===== src/rtl/gpio_ovr_pkg.sv =====
package gpio_ovr_pkg;
  typedef enum logic [1:0] {
    RSEL_DIR  = 2'd0,
    RSEL_DATA = 2'd1,
    RSEL_PIN  = 2'd2,
    RSEL_CTRL = 2'd3
  } rsel_e;

  typedef struct packed {
    logic oe;
    logic out;
    logic pu;
    logic ie;
  } pad_ctl_t;
endpackage


===== src/rtl/gpio_regs.sv =====
module gpio_regs
  import gpio_ovr_pkg::*;
#(
  parameter int W       = 8,
  parameter int PUD_BIT = 2
) (
  input  logic         clk,
  input  logic         rst_n,
  input  logic         wr_dir,
  input  logic         wr_data,
  input  logic         wr_ctrl,
  input  logic [W-1:0] wdata,
  input  logic [1:0]   rd_sel,
  input  logic [W-1:0] pin_val,
  output logic [W-1:0] dir_q,
  output logic [W-1:0] data_q,
  output logic         pud,
  output logic [W-1:0] rdata
);
  logic [W-1:0] ctrl_q;
  logic [W-1:0] dir_d, data_d, ctrl_d;
  logic         dir_en, data_en, ctrl_en;

  always_comb begin
    dir_en  = wr_dir;
    data_en = wr_data;
    ctrl_en = wr_ctrl;
    dir_d   = wdata;
    data_d  = wdata;
    ctrl_d  = wdata;
  end

  always_ff @(posedge clk or negedge rst_n) begin
    if (!rst_n) begin
      dir_q  <= '0;
      data_q <= '0;
      ctrl_q <= '0;
    end else begin
      if (dir_en)  dir_q  <= dir_d;
      if (data_en) data_q <= data_d;
      if (ctrl_en) ctrl_q <= ctrl_d;
    end
  end

  assign pud = ctrl_q[PUD_BIT];

  always_comb begin
    unique case (rsel_e'(rd_sel))
      RSEL_DIR:  rdata = dir_q;
      RSEL_DATA: rdata = data_q;
      RSEL_PIN:  rdata = pin_val;
      default:   rdata = ctrl_q;
    endcase
  end

  // a strobed write is visible on the following cycle
  p_dir_load_r2: assert property (@(posedge clk) disable iff (!rst_n)
    wr_dir |=> dir_q == $past(wdata));
  p_data_load_r2: assert property (@(posedge clk) disable iff (!rst_n)
    wr_data |=> data_q == $past(wdata));
  // every control bit holds what was written
  p_ctrl_load_r10: assert property (@(posedge clk) disable iff (!rst_n)
    wr_ctrl |=> (rsel_e'(rd_sel) != RSEL_CTRL) || (rdata == $past(wdata)));
endmodule


===== src/rtl/gpio_pin_ctrl.sv =====
module gpio_pin_ctrl
  import gpio_ovr_pkg::*;
(
  input  logic     dir_bit,
  input  logic     data_bit,
  input  logic     pud,
  input  logic     sleep_mode,
  input  logic     pu_en,
  input  logic     pu_val,
  input  logic     dd_en,
  input  logic     dd_val,
  input  logic     pv_en,
  input  logic     pv_val,
  input  logic     ie_en,
  input  logic     ie_val,
  input  logic     pad_lvl,
  output pad_ctl_t ctl,
  output logic     din
);
  logic pu_dflt, drv, lvl, ie;

  always_comb begin
    pu_dflt = ~dir_bit & data_bit & ~pud;
    drv     = dd_en ? dd_val : dir_bit;
    lvl     = pv_en ? pv_val : data_bit;
    ie      = ie_en ? ie_val : ~sleep_mode;
    ctl.oe  = drv;
    ctl.out = drv & lvl;
    ctl.pu  = pu_en ? pu_val : pu_dflt;
    ctl.ie  = ie;
    din     = pad_lvl & ie;
  end
endmodule


===== src/rtl/gpio_sync.sv =====
module gpio_sync #(
  parameter int W      = 8,
  parameter int STAGES = 2
) (
  input  logic         clk,
  input  logic         rst_n,
  input  logic [W-1:0] d_in,
  input  logic [W-1:0] gate,
  output logic [W-1:0] q_out
);
  logic [W-1:0] stg_q [STAGES];
  logic [W-1:0] stg_d [STAGES];

  always_comb begin
    stg_d[0] = d_in & gate;
    for (int s = 1; s < STAGES; s++) stg_d[s] = stg_q[s-1];
  end

  always_ff @(posedge clk or negedge rst_n) begin
    if (!rst_n) begin
      for (int s = 0; s < STAGES; s++) stg_q[s] <= '0;
    end else begin
      for (int s = 0; s < STAGES; s++) stg_q[s] <= stg_d[s];
    end
  end

  assign q_out = stg_q[STAGES-1];

  // a pin captured while its input was disabled enters as 0
  p_gate_zero_r8: assert property (@(posedge clk) disable iff (!rst_n)
    1'b1 |=> (stg_q[0] & ~$past(gate)) == '0);
endmodule


===== src/rtl/gpio_ovr_port.sv =====
module gpio_ovr_port
  import gpio_ovr_pkg::*;
#(
  parameter int W           = 8,
  parameter int PUD_BIT     = 2,
  parameter int SYNC_STAGES = 2
) (
  input  logic         clk,
  input  logic         rst_n,
  input  logic         wr_dir,
  input  logic         wr_data,
  input  logic         wr_ctrl,
  input  logic [W-1:0] wdata,
  input  logic [1:0]   rd_sel,
  output logic [W-1:0] rdata,
  input  logic         sleep_mode,
  input  logic [W-1:0] pu_ovr_en,
  input  logic [W-1:0] pu_ovr_val,
  input  logic [W-1:0] dd_ovr_en,
  input  logic [W-1:0] dd_ovr_val,
  input  logic [W-1:0] pv_ovr_en,
  input  logic [W-1:0] pv_ovr_val,
  input  logic [W-1:0] ie_ovr_en,
  input  logic [W-1:0] ie_ovr_val,
  input  logic [W-1:0] pad_in,
  output logic [W-1:0] pad_oe,
  output logic [W-1:0] pad_out,
  output logic [W-1:0] pad_pu,
  output logic [W-1:0] pad_ie,
  output logic [W-1:0] periph_din
);
  logic [W-1:0] dir_q, data_q, pin_val;
  logic         pud;
  pad_ctl_t     ctl [W];

  gpio_regs #(.W(W), .PUD_BIT(PUD_BIT)) u_regs (
    .clk(clk), .rst_n(rst_n),
    .wr_dir(wr_dir), .wr_data(wr_data), .wr_ctrl(wr_ctrl),
    .wdata(wdata), .rd_sel(rd_sel), .pin_val(pin_val),
    .dir_q(dir_q), .data_q(data_q), .pud(pud), .rdata(rdata)
  );

  for (genvar i = 0; i < W; i++) begin : g_pin
    gpio_pin_ctrl u_pin (
      .dir_bit(dir_q[i]), .data_bit(data_q[i]), .pud(pud),
      .sleep_mode(sleep_mode),
      .pu_en(pu_ovr_en[i]), .pu_val(pu_ovr_val[i]),
      .dd_en(dd_ovr_en[i]), .dd_val(dd_ovr_val[i]),
      .pv_en(pv_ovr_en[i]), .pv_val(pv_ovr_val[i]),
      .ie_en(ie_ovr_en[i]), .ie_val(ie_ovr_val[i]),
      .pad_lvl(pad_in[i]),
      .ctl(ctl[i]), .din(periph_din[i])
    );
    assign pad_oe[i]  = ctl[i].oe;
    assign pad_out[i] = ctl[i].out;
    assign pad_pu[i]  = ctl[i].pu;
    assign pad_ie[i]  = ctl[i].ie;
  end

  gpio_sync #(.W(W), .STAGES(SYNC_STAGES)) u_sync (
    .clk(clk), .rst_n(rst_n),
    .d_in(pad_in), .gate(pad_ie), .q_out(pin_val)
  );

  // an undriven pad never shows a 1 level
  p_out_quiet_r6: assert property (@(posedge clk) disable iff (!rst_n)
    (pad_out & ~pad_oe) == '0);
  // the global disable blocks every pull-up not under override
  p_pud_blocks_r3: assert property (@(posedge clk) disable iff (!rst_n)
    pud |-> (pad_pu & ~pu_ovr_en) == '0);
  // a disabled input passes nothing to peripherals
  p_din_gate_r9: assert property (@(posedge clk) disable iff (!rst_n)
    (periph_din & ~pad_ie) == '0);

  if (SYNC_STAGES == 2) begin : g_lat_chk
    logic [1:0] since_rst;
    always_ff @(posedge clk or negedge rst_n) begin
      if (!rst_n) since_rst <= '0;
      else if (since_rst != 2'd3) since_rst <= since_rst + 2'd1;
    end
    // pin read lags the gated pad by two edges
    p_pin_latency_r8: assert property (@(posedge clk) disable iff (!rst_n)
      (since_rst >= 2'd2) |-> pin_val == $past(pad_in & pad_ie, 2));
  end
endmodule


===== config.mk =====
export PLATFORM = sky130hd
export DESIGN_NAME = gpio_ovr_port
export DESIGN_NICKNAME = d
export VERILOG_FILES = /design/src/rtl/gpio_ovr_pkg.sv /design/src/rtl/gpio_regs.sv /design/src/rtl/gpio_pin_ctrl.sv /design/src/rtl/gpio_sync.sv /design/src/rtl/gpio_ovr_port.sv
export SDC_FILE = /design/constraint.sdc
export NUM_CORES = 1
export LEC_CHECK = 0
export ABC_AREA = 1
export CAP_MARGIN = 20
export CORE_ASPECT_RATIO = 0.75
export CORE_MARGIN = 2
export CORE_UTILIZATION = 40
export CTS_CLUSTER_DIAMETER = 120
export DETAILED_ROUTE_END_ITERATION = 8
export HOLD_SLACK_MARGIN = 0.12
export MAX_ROUTING_LAYER = met4
export PLACE_DENSITY = 0.88
export SETUP_SLACK_MARGIN = 0.3
export SKIP_CTS_REPAIR_TIMING = 1
export SYNTH_ARGS = -nofsm -noshare
export SYNTH_HDL_FRONTEND = slang
export SYNTH_SLANG_ARGS = --single-unit

===== constraint.sdc =====
create_clock -name clk -period 1.4 [get_ports clk]
set_input_delay 0.14 -clock clk [delete_from_list [all_inputs] [get_ports clk]]
set_output_delay 0.14 -clock clk [all_outputs]
set_load 0.03 [all_outputs]

## Yosys cells after proc, flatten, opt, wreduce, memory -nomap -nowiden

Cells that the tools add are included.
Widths: inputs -> output; s select.

- Eq/ne operators: 2
- Div/mod/pow operators: 0
- Multiply operators: 0
- Magnitude comparators: 0
- Bitwise logic cells: 43
- Reduce and logical (&&, ||, !) cells: 1
- Multiplexer cells: 33
- Add/sub/neg operators: 0
- Shifts and indexed selects: 0

Operator list:

| operator | number |
|---|---|
| $and 1x1->1 | 32 |
| $mux 1 | 32 |
| $pmux 8 s3 | 1 |
| $not 1->1 | 10 |
| $and 8x8->8 | 1 |
| $eq 2x1->1 const B | 1 |
| $eq 2x2->1 const B | 1 |
| $logic_not 2->1 | 1 |

- Bits in latches: 0
- ROM bits: 0
- Memories kept: 0
- Word-level logic and storage cells: 84
- Output and inout bits: 48
- Bits of input ports: 88
- Bits in registers: 40
- Bits in writable memories: 0

## Depth between registers and ports, before layout

- Depth after elaboration: 4
- Gate-level depth with buffers: 4
- Gate-level depth less buffers: 4

## Modules after synthesis

Synthesis repeated with hierarchy kept, for this count alone.

- Cell total of the unflattened synthesis: 362
- Area total of the unflattened synthesis: 2494.9 sq um

Modules (own cells, without submodules):

| module | cells each | sequential area each (sq um) | area an instance (sq um) | times used |
|---|---|---|---|---|
| gpio_regs | 146 | 600.6 | 1203.7 | 1 |
| gpio_pin_ctrl | 23 | 0.0 | 103.8 | 8 |
| gpio_sync | 32 | 400.4 | 460.4 | 1 |

## Worst setup path before layout

Ideal clock, no wire load.

- Path kind: register to output
- From: reg u_regs.ctrl_q[2]
- To: out pad_pu[6]
- Setup slack: 21 ps
- Data arrival time: 1239 ps
- Cell stages (with the launch flop): 4
- Required time: 1260 ps
- Buffers on the path: 0
- Cells stage by stage: dfrtp_1 > clkinv_1 > nand3_1 > o21ai_0

- Longest elaborated chain between the ends: 3

RTL lines:

| element | line | RTL |
|---|---|---|
| start: declaration | gpio_regs.sv:20 | `logic [W-1:0] ctrl_q;` |
| start signal: assignment | gpio_regs.sv:41 | `if (ctrl_en) ctrl_q <= ctrl_d;` |
| $not 1->1 | gpio_pin_ctrl.sv:23 | `pu_dflt = ~dir_bit & data_bit & ~pud;` |
| $and 1x1->1 | gpio_pin_ctrl.sv:23 |  |
| $mux 1 | gpio_pin_ctrl.sv:29 | `ctl.pu = pu_en ? pu_val : pu_dflt;` |
| end: declaration | gpio_ovr_port.sv:28 | `output logic [W-1:0] pad_pu,` |

No other way between the ends.

## Final worst setup path

Same ends and word-level chain as after synthesis.

==> metrics.txt <==
CP arrival=1.33 ns; Area growth syn-to-layout=80.0%; placed cell count=477; Final #Nets=523; met3 Use GR=0.0522; Final min period=1.47 ns; clock sinks=40; register area share after synthesis=0.438; GR Util met1=0.247; DR pass1 iterations=4; status=finished, violations left; ratio of total power to cell area=879 nW/um2; worst setup path class=flip-flop to primary output; Power, Total=3.62 mW; CP Capture Type=primary output; Unique masters post-synth=16; post-synth top area share=0.438; failing checks=setup timing; cell row count=23; Max stage delay cell, worst path=dfrtp_2; Max Fanout on Critical Path=5; final setup vio count=5; gr ovfl total=0; Net Count, Synth=between 300 and 400; vias in the first global route=2,264; Post-Route WL=7320 um; most area-hungry cell type in the Yosys netlist=dfrtp_1; cell count after synthesis=291; clk buf depth=2; P_leak=roughly 2.2 nW; fillcell total=~370; Clk pin slew, worst setup/hold paths=roughly 0.08 ns; initial core utilization=0.421; Hold WC Path Type=input pin to flip-flop; pins over their slew limit=0; Worst Skew=0.00228 ns; Worst-Margin Slew=around 0.46 ns; GRT met2 Usage=0.332; mapped cell area=between 2000 and 2500 um2; Avg Vias per Cell=just over 5; vias=2,585; Clock Tree Root=clkbuf_8; overall routing resource usage=0.203; Non-Filler Instances=512; commonest cells after routing, fill and taps aside=nand2_1, clkdlybuf4s50_1, buf_6; Die H=~69 um; Fin Setup TNS=-0.265 ns; initial antenna violation count=1; routed length per instance=14.3 um; Iteration-0 DRC Markers=147; routability cong.=0.784; Final ANT Viol Nets=0; commonest non-fill, non-tap cell in the layout=nand2_1; ranking of synthesized cells by area=dfrtp_1, nand2_1, buf_4; max_cap viols=0; synthesized area per cell=7.86 um2; largest net degree at the start of global routing=22; worst-skew pair later-pin latency=0.29 ns; final hold violation count=0; CTS tree=done; Peak supply drop=between 0.4 and 0.5 mV; fmax=680 MHz; critical-path cell list=clkinvlp_4, nand3_2, o21ai_2, buf_6; startpoint types=flip-flop; Worst Path Required=1.26 ns; layout cell share with drive strength beyond 1=0.337; core area=5440 um2; post-DP HPWL=4890 um; I/O Pins=roughly 140; I/O Buffers=135; setup ws final=-0.0709 ns; RSZ-0062 raised after global routing=true; Die X=just over 90 um; synthesized flop and latch total=40; synth warn=0; TritonCTS Buffers=5; crit share post-route=1.05; first-pass GRT wire length=approximately 10,000 um; DRC=0; crit-path max cell delay=between 0.4 and 0.5 ns; busiest grt layer=met2; Slew headroom=0.692; total die area=6350 um2; H-tree depth=2
## critical path: cells and delay by family, from the launching register on
kind	cells	cell delay, ns
AOI/OAI and AO/OA	1	0.18
DFF	1	0.46
buffers and inverters	2	0.31
and+or+nand+nor	1	0.09
## layer usage
metal / vias up / routed length, um
li1: 1224 / -
met1: 1203 / 2830
met2: 144 / 3710
met3: 14 / 646
met4: 0 / 127
met5: - / 0
## registers in the layout (all words and copies together) (netlist names)
name           cells
u_regs.ctrl_q      8
u_regs.data_q      8
u_regs.dir_q       8
u_sync.q_out       8
u_sync.stg_d       8
## per-stage QoR
step	cell area, um2	hold WS [ns]	setup WS [ns]	util
global route	4120	0.306	-0.0985	0.757
global placement	3470	0.109	-0.0305	0.637
floorplan	2320	-0.156	0.385	-
finish	4120	0.288	-0.0709	0.757
detailed placement	3470	0.114	-0.0524	0.637
CTS	3590	-0.206	-0.137	0.660
## path summary, 6_finish.rpt
path	cells after the start	startpoint	endpoint	slack, ns
worst max-delay path	4	u_regs.ctrl_q[2]	pad_pu[6]	-0.07
worst min-delay path	3	ie_ovr_val[2]	u_sync.stg_d[2]	0.29
worst max register to register	3	u_regs.ctrl_q[2]	u_regs.ctrl_q[2]	0.39
worst min register to register	0	u_sync.stg_d[2]	u_sync.q_out[2]	0.35
max in group asynchronous	3	rst_n	u_regs.ctrl_q[2]	0.57
min in group asynchronous	2	rst_n	u_regs.data_q[1]	0.34
## cell usage after synthesis
master	count
buf_8	1
nor2_4	1
dfrtp_1	40
nand3_1	32
buf_6	3
o21a_1	8
nand4_1	8
o21ai_0	40
buf_4	27
inv_2	2
o21ai_1	8
o211a_1	8
buf_2	1
clkinv_1	1
nand2_1	72
inv_1	39
## final cells by class
class | instances | area [um2] | area share
flip-flops and latches | 40 | 1000 | 0.243
repair inverters | 1 | 7.51 | 0.00182
repair buffers | 168 | 1720 | 0.419
clock buffers | 7 | 96.3 | 0.0234
clock inverters | 1 | 30.0 | 0.00729
multi-input cells | 177 | 1000 | 0.243
well taps | 75 | 93.8 | 0.0228
diodes | 1 | 2.50 | 0.000608
inverters | 42 | 161 | 0.0392
## cells by family after synthesis
family	share of synthesized area
buf+inv	0.181
simple gates	0.215
compound gates	0.166
flops	0.438
## power breakdown
group          internal (mW)  switching, mW  leakage [nW]
clock                  0.628          0.382        0.0645
sequential              1.25         0.0634         0.494
combinational          0.636          0.661          1.60
Power figures use the tool's default switching activity.
